$ cat config.mk
export PLATFORM = sky130hd
export DESIGN_NAME = stack_frame_seq
export DESIGN_NICKNAME = d
export VERILOG_FILES = /design/src/rtl/sfs_pkg.sv /design/src/rtl/sfs_decode.sv /design/src/rtl/sfs_ctrl.sv /design/src/rtl/stack_frame_seq.sv
export SDC_FILE = /design/constraint.sdc
export NUM_CORES = 1
export LEC_CHECK = 0
export CAP_MARGIN = 5
export CORE_UTILIZATION = 53
export CTS_CLUSTER_SIZE = 12
export DETAILED_ROUTE_END_ITERATION = 10
export PLACE_DENSITY = 0.86
export SKIP_CTS_REPAIR_TIMING = 1
export SLEW_MARGIN = 20
export SYNTH_ARGS = -nofsm -noshare
export SYNTH_HDL_FRONTEND = slang
export SYNTH_SLANG_ARGS = --single-unit
$ cat constraint.sdc
create_clock -name clk -period 9 [get_ports clk]
set_input_delay 2.25 -clock clk [delete_from_list [all_inputs] [get_ports clk]]
set_output_delay 2.25 -clock clk [all_outputs]
set_load 0.02 [all_outputs]
$ cat src/rtl/sfs_pkg.sv
package sfs_pkg;
    localparam int REG_W = 5;
    localparam int IMM_W = 12;
    localparam int CNT_W = 4;
    localparam int INSTR_W = 16;

    localparam logic [REG_W-1:0] REG_ZERO = 5'd0;
    localparam logic [REG_W-1:0] REG_RA   = 5'd1;
    localparam logic [REG_W-1:0] REG_SP   = 5'd2;
    localparam logic [REG_W-1:0] REG_A0   = 5'd10;
    localparam logic [REG_W-1:0] REG_A1   = 5'd11;

    typedef enum logic [2:0] {
        OP_STORE = 3'd0,
        OP_LOAD  = 3'd1,
        OP_SPADJ = 3'd2,
        OP_MOVE  = 3'd3,
        OP_ZERO  = 3'd4,
        OP_RET   = 3'd5
    } uop_op_e;

    typedef enum logic [2:0] {
        F_PUSH,
        F_POP,
        F_POPRET,
        F_POPRETZ,
        F_MV_TO_A,
        F_MV_FROM_A
    } form_e;

    typedef enum logic [2:0] {
        ST_IDLE,
        ST_XFER,
        ST_SPADJ,
        ST_ZERO,
        ST_RET,
        ST_MOVE
    } state_e;

    // Register at a list position: ra, s0, s1, then s2 upward.
    function automatic logic [REG_W-1:0] list_reg(input logic [CNT_W-1:0] pos);
        if (pos == 4'd0) return REG_RA;
        if (pos == 4'd1) return 5'd8;
        if (pos == 4'd2) return 5'd9;
        return REG_W'(pos) + 5'd15;
    endfunction

    // Three-bit s-register field to register number.
    function automatic logic [REG_W-1:0] sreg_of(input logic [2:0] f);
        if (f == 3'd0) return 5'd8;
        if (f == 3'd1) return 5'd9;
        return REG_W'(f) + 5'd16;
    endfunction
endpackage

$ cat src/rtl/sfs_decode.sv
module sfs_decode
    import sfs_pkg::*;
#(
    parameter int FRAME_UNIT = 16,
    parameter int ADJ_W      = 8
) (
    input  logic [INSTR_W-1:0] instr,
    output logic               legal,
    output form_e              form,
    output logic [CNT_W-1:0]   count,
    output logic [ADJ_W-1:0]   adj,
    output logic [REG_W-1:0]   sreg_a,
    output logic [REG_W-1:0]   sreg_b
);
    logic [5:0] grp;
    logic [1:0] sub;
    logic [3:0] code;
    logic [1:0] extra;
    logic [2:0] base_units;
    logic       list_ok;

    assign grp   = instr[15:10];
    assign sub   = instr[9:8];
    assign code  = instr[7:4];
    assign extra = instr[3:2];

    assign list_ok = (code >= 4'd4);
    assign sreg_a  = sreg_of(instr[9:7]);
    assign sreg_b  = sreg_of(instr[4:2]);

    always_comb begin
        if (code == 4'd15)       base_units = 3'd4;
        else if (code >= 4'd12)  base_units = 3'd3;
        else if (code >= 4'd8)   base_units = 3'd2;
        else                     base_units = 3'd1;
    end

    assign count = (code == 4'd15) ? CNT_W'(13) : CNT_W'(code - 4'd3);
    assign adj   = ADJ_W'(FRAME_UNIT * (int'(base_units) + int'(extra)));

    always_comb begin
        legal = 1'b0;
        form  = F_PUSH;
        if (instr[1:0] == 2'b10) begin
            case (grp)
                6'b101110: begin
                    if (sub == 2'b00) begin
                        form  = F_PUSH;
                        legal = list_ok;
                    end else if (sub == 2'b10) begin
                        form  = F_POP;
                        legal = list_ok;
                    end
                end
                6'b101111: begin
                    if (sub == 2'b10) begin
                        form  = F_POPRET;
                        legal = list_ok;
                    end else if (sub == 2'b00) begin
                        form  = F_POPRETZ;
                        legal = list_ok;
                    end
                end
                6'b101011: begin
                    if (instr[6:5] == 2'b11) begin
                        form  = F_MV_TO_A;
                        legal = (instr[9:7] != instr[4:2]);
                    end else if (instr[6:5] == 2'b01) begin
                        form  = F_MV_FROM_A;
                        legal = (instr[9:7] != instr[4:2]);
                    end
                end
                default: legal = 1'b0;
            endcase
        end
    end
endmodule

$ cat src/rtl/sfs_ctrl.sv
module sfs_ctrl
    import sfs_pkg::*;
(
    input  logic             clk,
    input  logic             rst_n,
    input  logic             flush,
    input  logic             in_valid,
    input  logic             legal,
    input  form_e            form,
    input  logic [CNT_W-1:0] count,
    input  logic             fire,
    output state_e           state_q,
    output logic [CNT_W-1:0] idx_q
);
    state_e           state_nx;
    logic [CNT_W-1:0] idx_nx;

    always_ff @(posedge clk or negedge rst_n) begin
        if (!rst_n) begin
            state_q <= ST_IDLE;
            idx_q   <= '0;
        end else begin
            state_q <= state_nx;
            idx_q   <= idx_nx;
        end
    end

    always_comb begin
        state_nx = state_q;
        idx_nx   = idx_q;
        unique case (state_q)
            ST_IDLE: begin
                if (in_valid && legal) begin
                    idx_nx = '0;
                    if (form == F_MV_TO_A || form == F_MV_FROM_A) state_nx = ST_MOVE;
                    else                                          state_nx = ST_XFER;
                end
            end
            ST_XFER: begin
                if (fire) begin
                    if (idx_q == count - CNT_W'(1)) begin
                        state_nx = ST_SPADJ;
                        idx_nx   = '0;
                    end else begin
                        idx_nx = idx_q + CNT_W'(1);
                    end
                end
            end
            ST_SPADJ: begin
                if (fire) begin
                    if (form == F_POPRET)       state_nx = ST_RET;
                    else if (form == F_POPRETZ) state_nx = ST_ZERO;
                    else                        state_nx = ST_IDLE;
                end
            end
            ST_ZERO: if (fire) state_nx = ST_RET;
            ST_RET:  if (fire) state_nx = ST_IDLE;
            ST_MOVE: begin
                if (fire) begin
                    if (idx_q == CNT_W'(1)) begin
                        state_nx = ST_IDLE;
                        idx_nx   = '0;
                    end else begin
                        idx_nx = CNT_W'(1);
                    end
                end
            end
            default: state_nx = ST_IDLE;
        endcase
        if (flush) begin
            state_nx = ST_IDLE;
            idx_nx   = '0;
        end
    end
endmodule

$ cat src/rtl/stack_frame_seq.sv
module stack_frame_seq
    import sfs_pkg::*;
#(
    parameter int WORD_BYTES = 4,
    parameter int FRAME_UNIT = 16
) (
    input  logic               clk,
    input  logic               rst_n,
    input  logic               flush,
    input  logic               in_valid,
    input  logic [INSTR_W-1:0] in_instr,
    output logic               in_ready,
    output logic               in_illegal,
    output logic               uop_valid,
    input  logic               uop_ready,
    output logic [2:0]         uop_op,
    output logic [REG_W-1:0]   uop_rd,
    output logic [REG_W-1:0]   uop_rs,
    output logic [IMM_W-1:0]   uop_imm,
    output logic               uop_last
);
    localparam int ADJ_W = $clog2(FRAME_UNIT * 7 + 1);

    logic             legal;
    form_e            form;
    logic [CNT_W-1:0] count;
    logic [ADJ_W-1:0] adj;
    logic [REG_W-1:0] sreg_a;
    logic [REG_W-1:0] sreg_b;
    state_e           state_q;
    logic [CNT_W-1:0] idx_q;
    logic             fire;
    logic [IMM_W-1:0] step;
    logic [IMM_W-1:0] adj_ext;
    logic [CNT_W-1:0] pos;

    sfs_decode #(
        .FRAME_UNIT (FRAME_UNIT),
        .ADJ_W      (ADJ_W)
    ) u_decode (
        .instr  (in_instr),
        .legal  (legal),
        .form   (form),
        .count  (count),
        .adj    (adj),
        .sreg_a (sreg_a),
        .sreg_b (sreg_b)
    );

    sfs_ctrl u_ctrl (
        .clk      (clk),
        .rst_n    (rst_n),
        .flush    (flush),
        .in_valid (in_valid),
        .legal    (legal),
        .form     (form),
        .count    (count),
        .fire     (fire),
        .state_q  (state_q),
        .idx_q    (idx_q)
    );

    assign fire       = uop_valid && uop_ready;
    assign in_illegal = (state_q == ST_IDLE) && in_valid && !legal;
    assign in_ready   = (fire && uop_last) || in_illegal;

    assign step    = IMM_W'(WORD_BYTES * (int'(idx_q) + 1));
    assign adj_ext = IMM_W'(adj);
    assign pos     = count - idx_q - CNT_W'(1);

    always_comb begin
        uop_valid = 1'b0;
        uop_op    = OP_STORE;
        uop_rd    = REG_ZERO;
        uop_rs    = REG_ZERO;
        uop_imm   = '0;
        uop_last  = 1'b0;
        unique case (state_q)
            ST_IDLE: uop_valid = 1'b0;
            ST_XFER: begin
                uop_valid = 1'b1;
                if (form == F_PUSH) begin
                    uop_op  = OP_STORE;
                    uop_rs  = list_reg(pos);
                    uop_imm = '0 - step;
                end else begin
                    uop_op  = OP_LOAD;
                    uop_rd  = list_reg(pos);
                    uop_rs  = REG_SP;
                    uop_imm = adj_ext - step;
                end
            end
            ST_SPADJ: begin
                uop_valid = 1'b1;
                uop_op    = OP_SPADJ;
                uop_rd    = REG_SP;
                uop_rs    = REG_SP;
                uop_imm   = (form == F_PUSH) ? ('0 - adj_ext) : adj_ext;
                uop_last  = (form == F_PUSH) || (form == F_POP);
            end
            ST_ZERO: begin
                uop_valid = 1'b1;
                uop_op    = OP_ZERO;
                uop_rd    = REG_A0;
            end
            ST_RET: begin
                uop_valid = 1'b1;
                uop_op    = OP_RET;
                uop_rs    = REG_RA;
                uop_last  = 1'b1;
            end
            ST_MOVE: begin
                uop_valid = 1'b1;
                uop_op    = OP_MOVE;
                uop_last  = (idx_q == CNT_W'(1));
                if (form == F_MV_TO_A) begin
                    uop_rd = (idx_q == '0) ? REG_A0 : REG_A1;
                    uop_rs = (idx_q == '0) ? sreg_a : sreg_b;
                end else begin
                    uop_rd = (idx_q == '0) ? sreg_a : sreg_b;
                    uop_rs = (idx_q == '0) ? REG_A0 : REG_A1;
                end
            end
            default: uop_valid = 1'b0;
        endcase
    end
endmodule

==> flow_summary.toml <==
[status]
outcome = "finished, final reports clean"

[synthesis]
synth_area_mm2 = 0.00184
synthFlopType = "dfrtp_1"
synth_warnings = 0
yosys-top-cells-area = "ha_1, dfrtp_1, nand2_1, nor2_1, xnor2_1"
synth-edff-count = 0
synth-seq-cells = 7
syn_inst = 253
ys_seq_area_share_pct = 9.53
postSynthAreaPerCell_um2 = 7.26
yosysTopAreaCell = "ha_1"
synthArstFlopShare_pct = 100
synthDistinctLibCells = 60
synthDominantCellAreaShare_pct = 11.6

[flow_run]
maxCapViolCount = 0

[grt]
gr-total-overflow = 0
grt_pass1_wl_um = 7880
grt_max_degree = 22
grt_util_all_layers_pct = 28.1
antenna_found_initial = 0
grt_pass1_vias = 1736

[cells_and_area]
nets = 329
layout_commonest_cell = "clkdlybuf4s50_1"
mostFrequentLayoutCells = "clkdlybuf4s50_1, nand2_1, nor2_1, ha_1, a21oi_1"
drive_above_1_share_pct = 4.86
diodes = 0
synthToLayoutAreaGrowth_pct = 24.4

[clock_network]
ctsRootBufferMaster = "clkbuf_4"
cts.sinks = 7
path_clk_slew_ns = 0.06
cts_buffer_depth = 2
cts_tree = "done"
worstSkewPairLatency_ns = 0.26
cts_buffers = 3
h-tree-depth = 1

[detailed_routing]
first_iter_violations = 71
wirelength_um = 4960
antenna_left = 0
firstDrtPassIters = 4
routedWlPerCell_um = 14.8
drt-vias-per-instance = 5.98
remaining_drc_errors = 0
via_count = 1997

[sta]
final-hold-violation-count = 0
rsz0062_at_grt = "false"
slew_headroom_pct = 51.4
maxSlewViolCount = 0
fin_skew_ns = 0.00985
worst_slew_pin_slew_ns = 0.725
fin_crit_ns = 8.13
setup_viol = 0
fmax_mhz = 123
setup_tns_ns = 0
period_share_pct = 90.4
worst_slack_ns = 0.868

[setup_path]
worstPathMaxFanout = 7
startpoint_type = "input port"
cp.arrival_ns = 5.88
cp.required_ns = 6.75
cp-end-kind = "output pin"
crit_type = "in -> out"

[floorplan]
num_rows = 21
die-area_mm2 = 0.00371
die_w_um = 60.9
core-area_mm2 = 0.00334
pin_count = 50
start_util_pct = 55.1
die_y_um = 60.9

[power_and_ir_drop]
p_sw_mw = 0.343
p_int_mw = 0.302
power_density_mw_per_mm2 = 282
leakage_nw = 0.931
pwr-share-seq_pct = 11.3
peakVddDrop_uv = 181
p_comb_share_pct = 84.2
p_clk_share_pct = 4.6
p_sw_share_pct = 53.2

[worst_hold_path]
hold_class = "reg -> reg"

[placement]
dp_slack_ns = 0.861
dp_hpwl_um = 4010
place_congestion = 0.925
numPortBuffers = 47
stage by stage:
| step | power [mW] | utilization [%] | cells | hold WS (ns) | instance area (um2) |
|---|---|---|---|---|---|
| after global routing | 0.696 | 68.5 | 334 | 0.649 | 2290 |
| after global placement | 0.601 | 67.7 | 330 | 0.610 | 2260 |
| after floorplan | 0.424 | - | 254 | 0.536 | 1840 |
| after detailed placement | 0.610 | 67.7 | 330 | 0.613 | 2260 |
| final | 0.644 | 68.5 | 334 | 0.631 | 2290 |
| after CTS | 0.642 | 68.5 | 334 | 0.626 | 2290 |
power by group through the flow:
stage               combinational (mW)  sequential (mW)  clock, mW
global route                     0.589           0.0757     0.0313
CTS                              0.541           0.0715     0.0293
finish                           0.543           0.0726     0.0293
detailed placement               0.538           0.0720          0
floorplan                        0.374           0.0498          0
global placement                 0.529           0.0719          0
synth_stat cells, types with 2 or more instances:
cell and n:
o21ai_1 4, buf_6 2, ha_1 17, nand3_1 8, xnor2_1 9, clkbuf_1 3, fa_1 2, nor2b_1 7
xor2_1 8, a31oi_1 4, mux2i_1 3, a22o_1 2, o211ai_1 3, o31ai_1 2, dfrtp_1 7, nand2_1 30
xnor2_2 3, nor3b_1 6, o22ai_1 6, nor2_1 25, inv_1 12, a221o_1 2, and3_1 3, nor3_1 5
or3_1 4, a21o_1 2, a21oi_1 14, buf_4 7, a41oi_1 2, o21ai_0 11, or4b_1 2, nand2b_1 6
buf_2 4, o21a_1 2
per-layer routing:
metal	global-route usage (%)	vias to the layer above	share of wire, %
li1	-	972	-
met1	36.9	919	43
met2	48.5	100	48
met3	5.12	6	8.3
met4	5.19	0	0.79
met5	0	-	0
area by class of cell:
type / instances / area [um2]
Multi-Input combinational cell: 218 / 1510
Fill cell: 320 / 1050
Timing Repair Buffer: 47 / 470
Sequential cell: 7 / 175
Tap cell: 46 / 57.6
Inverter: 12 / 45.0
Clock buffer: 4 / 26.3
sequential cells by signal, summed over array words and instances (netlist names):
name / count
u_ctrl.state_q: 3
u_ctrl.idx_q: 4
path summary, 6_finish.rpt:
check / start / to / slack [ns] / cells after the start
hold reg to reg: u_ctrl.idx_q[1] / u_ctrl.idx_q[1] / 0.63 / 2
setup reg to reg: u_ctrl.state_q[2] / u_ctrl.state_q[1] / 6.88 / 6
min in group asynchronous: rst_n / u_ctrl.idx_q[2] / 2.24 / 1
setup / recovery: in_instr[4] / uop_rs[4] / 0.87 / 13
max in group asynchronous: rst_n / u_ctrl.state_q[0] / 6.52 / 1
hold / removal: u_ctrl.idx_q[1] / u_ctrl.idx_q[1] / 0.63 / 2
critical path, stage by stage:
cell,delay [ns]
clkdlybuf4s50_1,0.53
ha_1,0.32
nand3_1,0.13
nand2_1,0.11
ha_1,0.23
fa_1,0.53
inv_1,0.09
ha_1,0.24
nor4_1,0.28
nor3b_1,0.10
or3_1,0.31
a21oi_1,0.13
clkdlybuf4s50_1,0.62
logic make-up (layout without fill, tap and decap cells):
family                     count (synthesis)  count (layout)  share of synthesized area (%)
and+or+nand+nor                          106             106                           29.7
AOI/OAI and AO/OA                         67              67                           24.4
buffers and inverters                     29              63                           8.44
xor gates and xnor gates                  21              21                           12.3
adders and majority gates                 19              19                           13.8
DFF                                        7               7                           9.53
muxes                                      3               3                           1.63
other                                      1               2                          0.204
(Power assumes the default switching activity.)
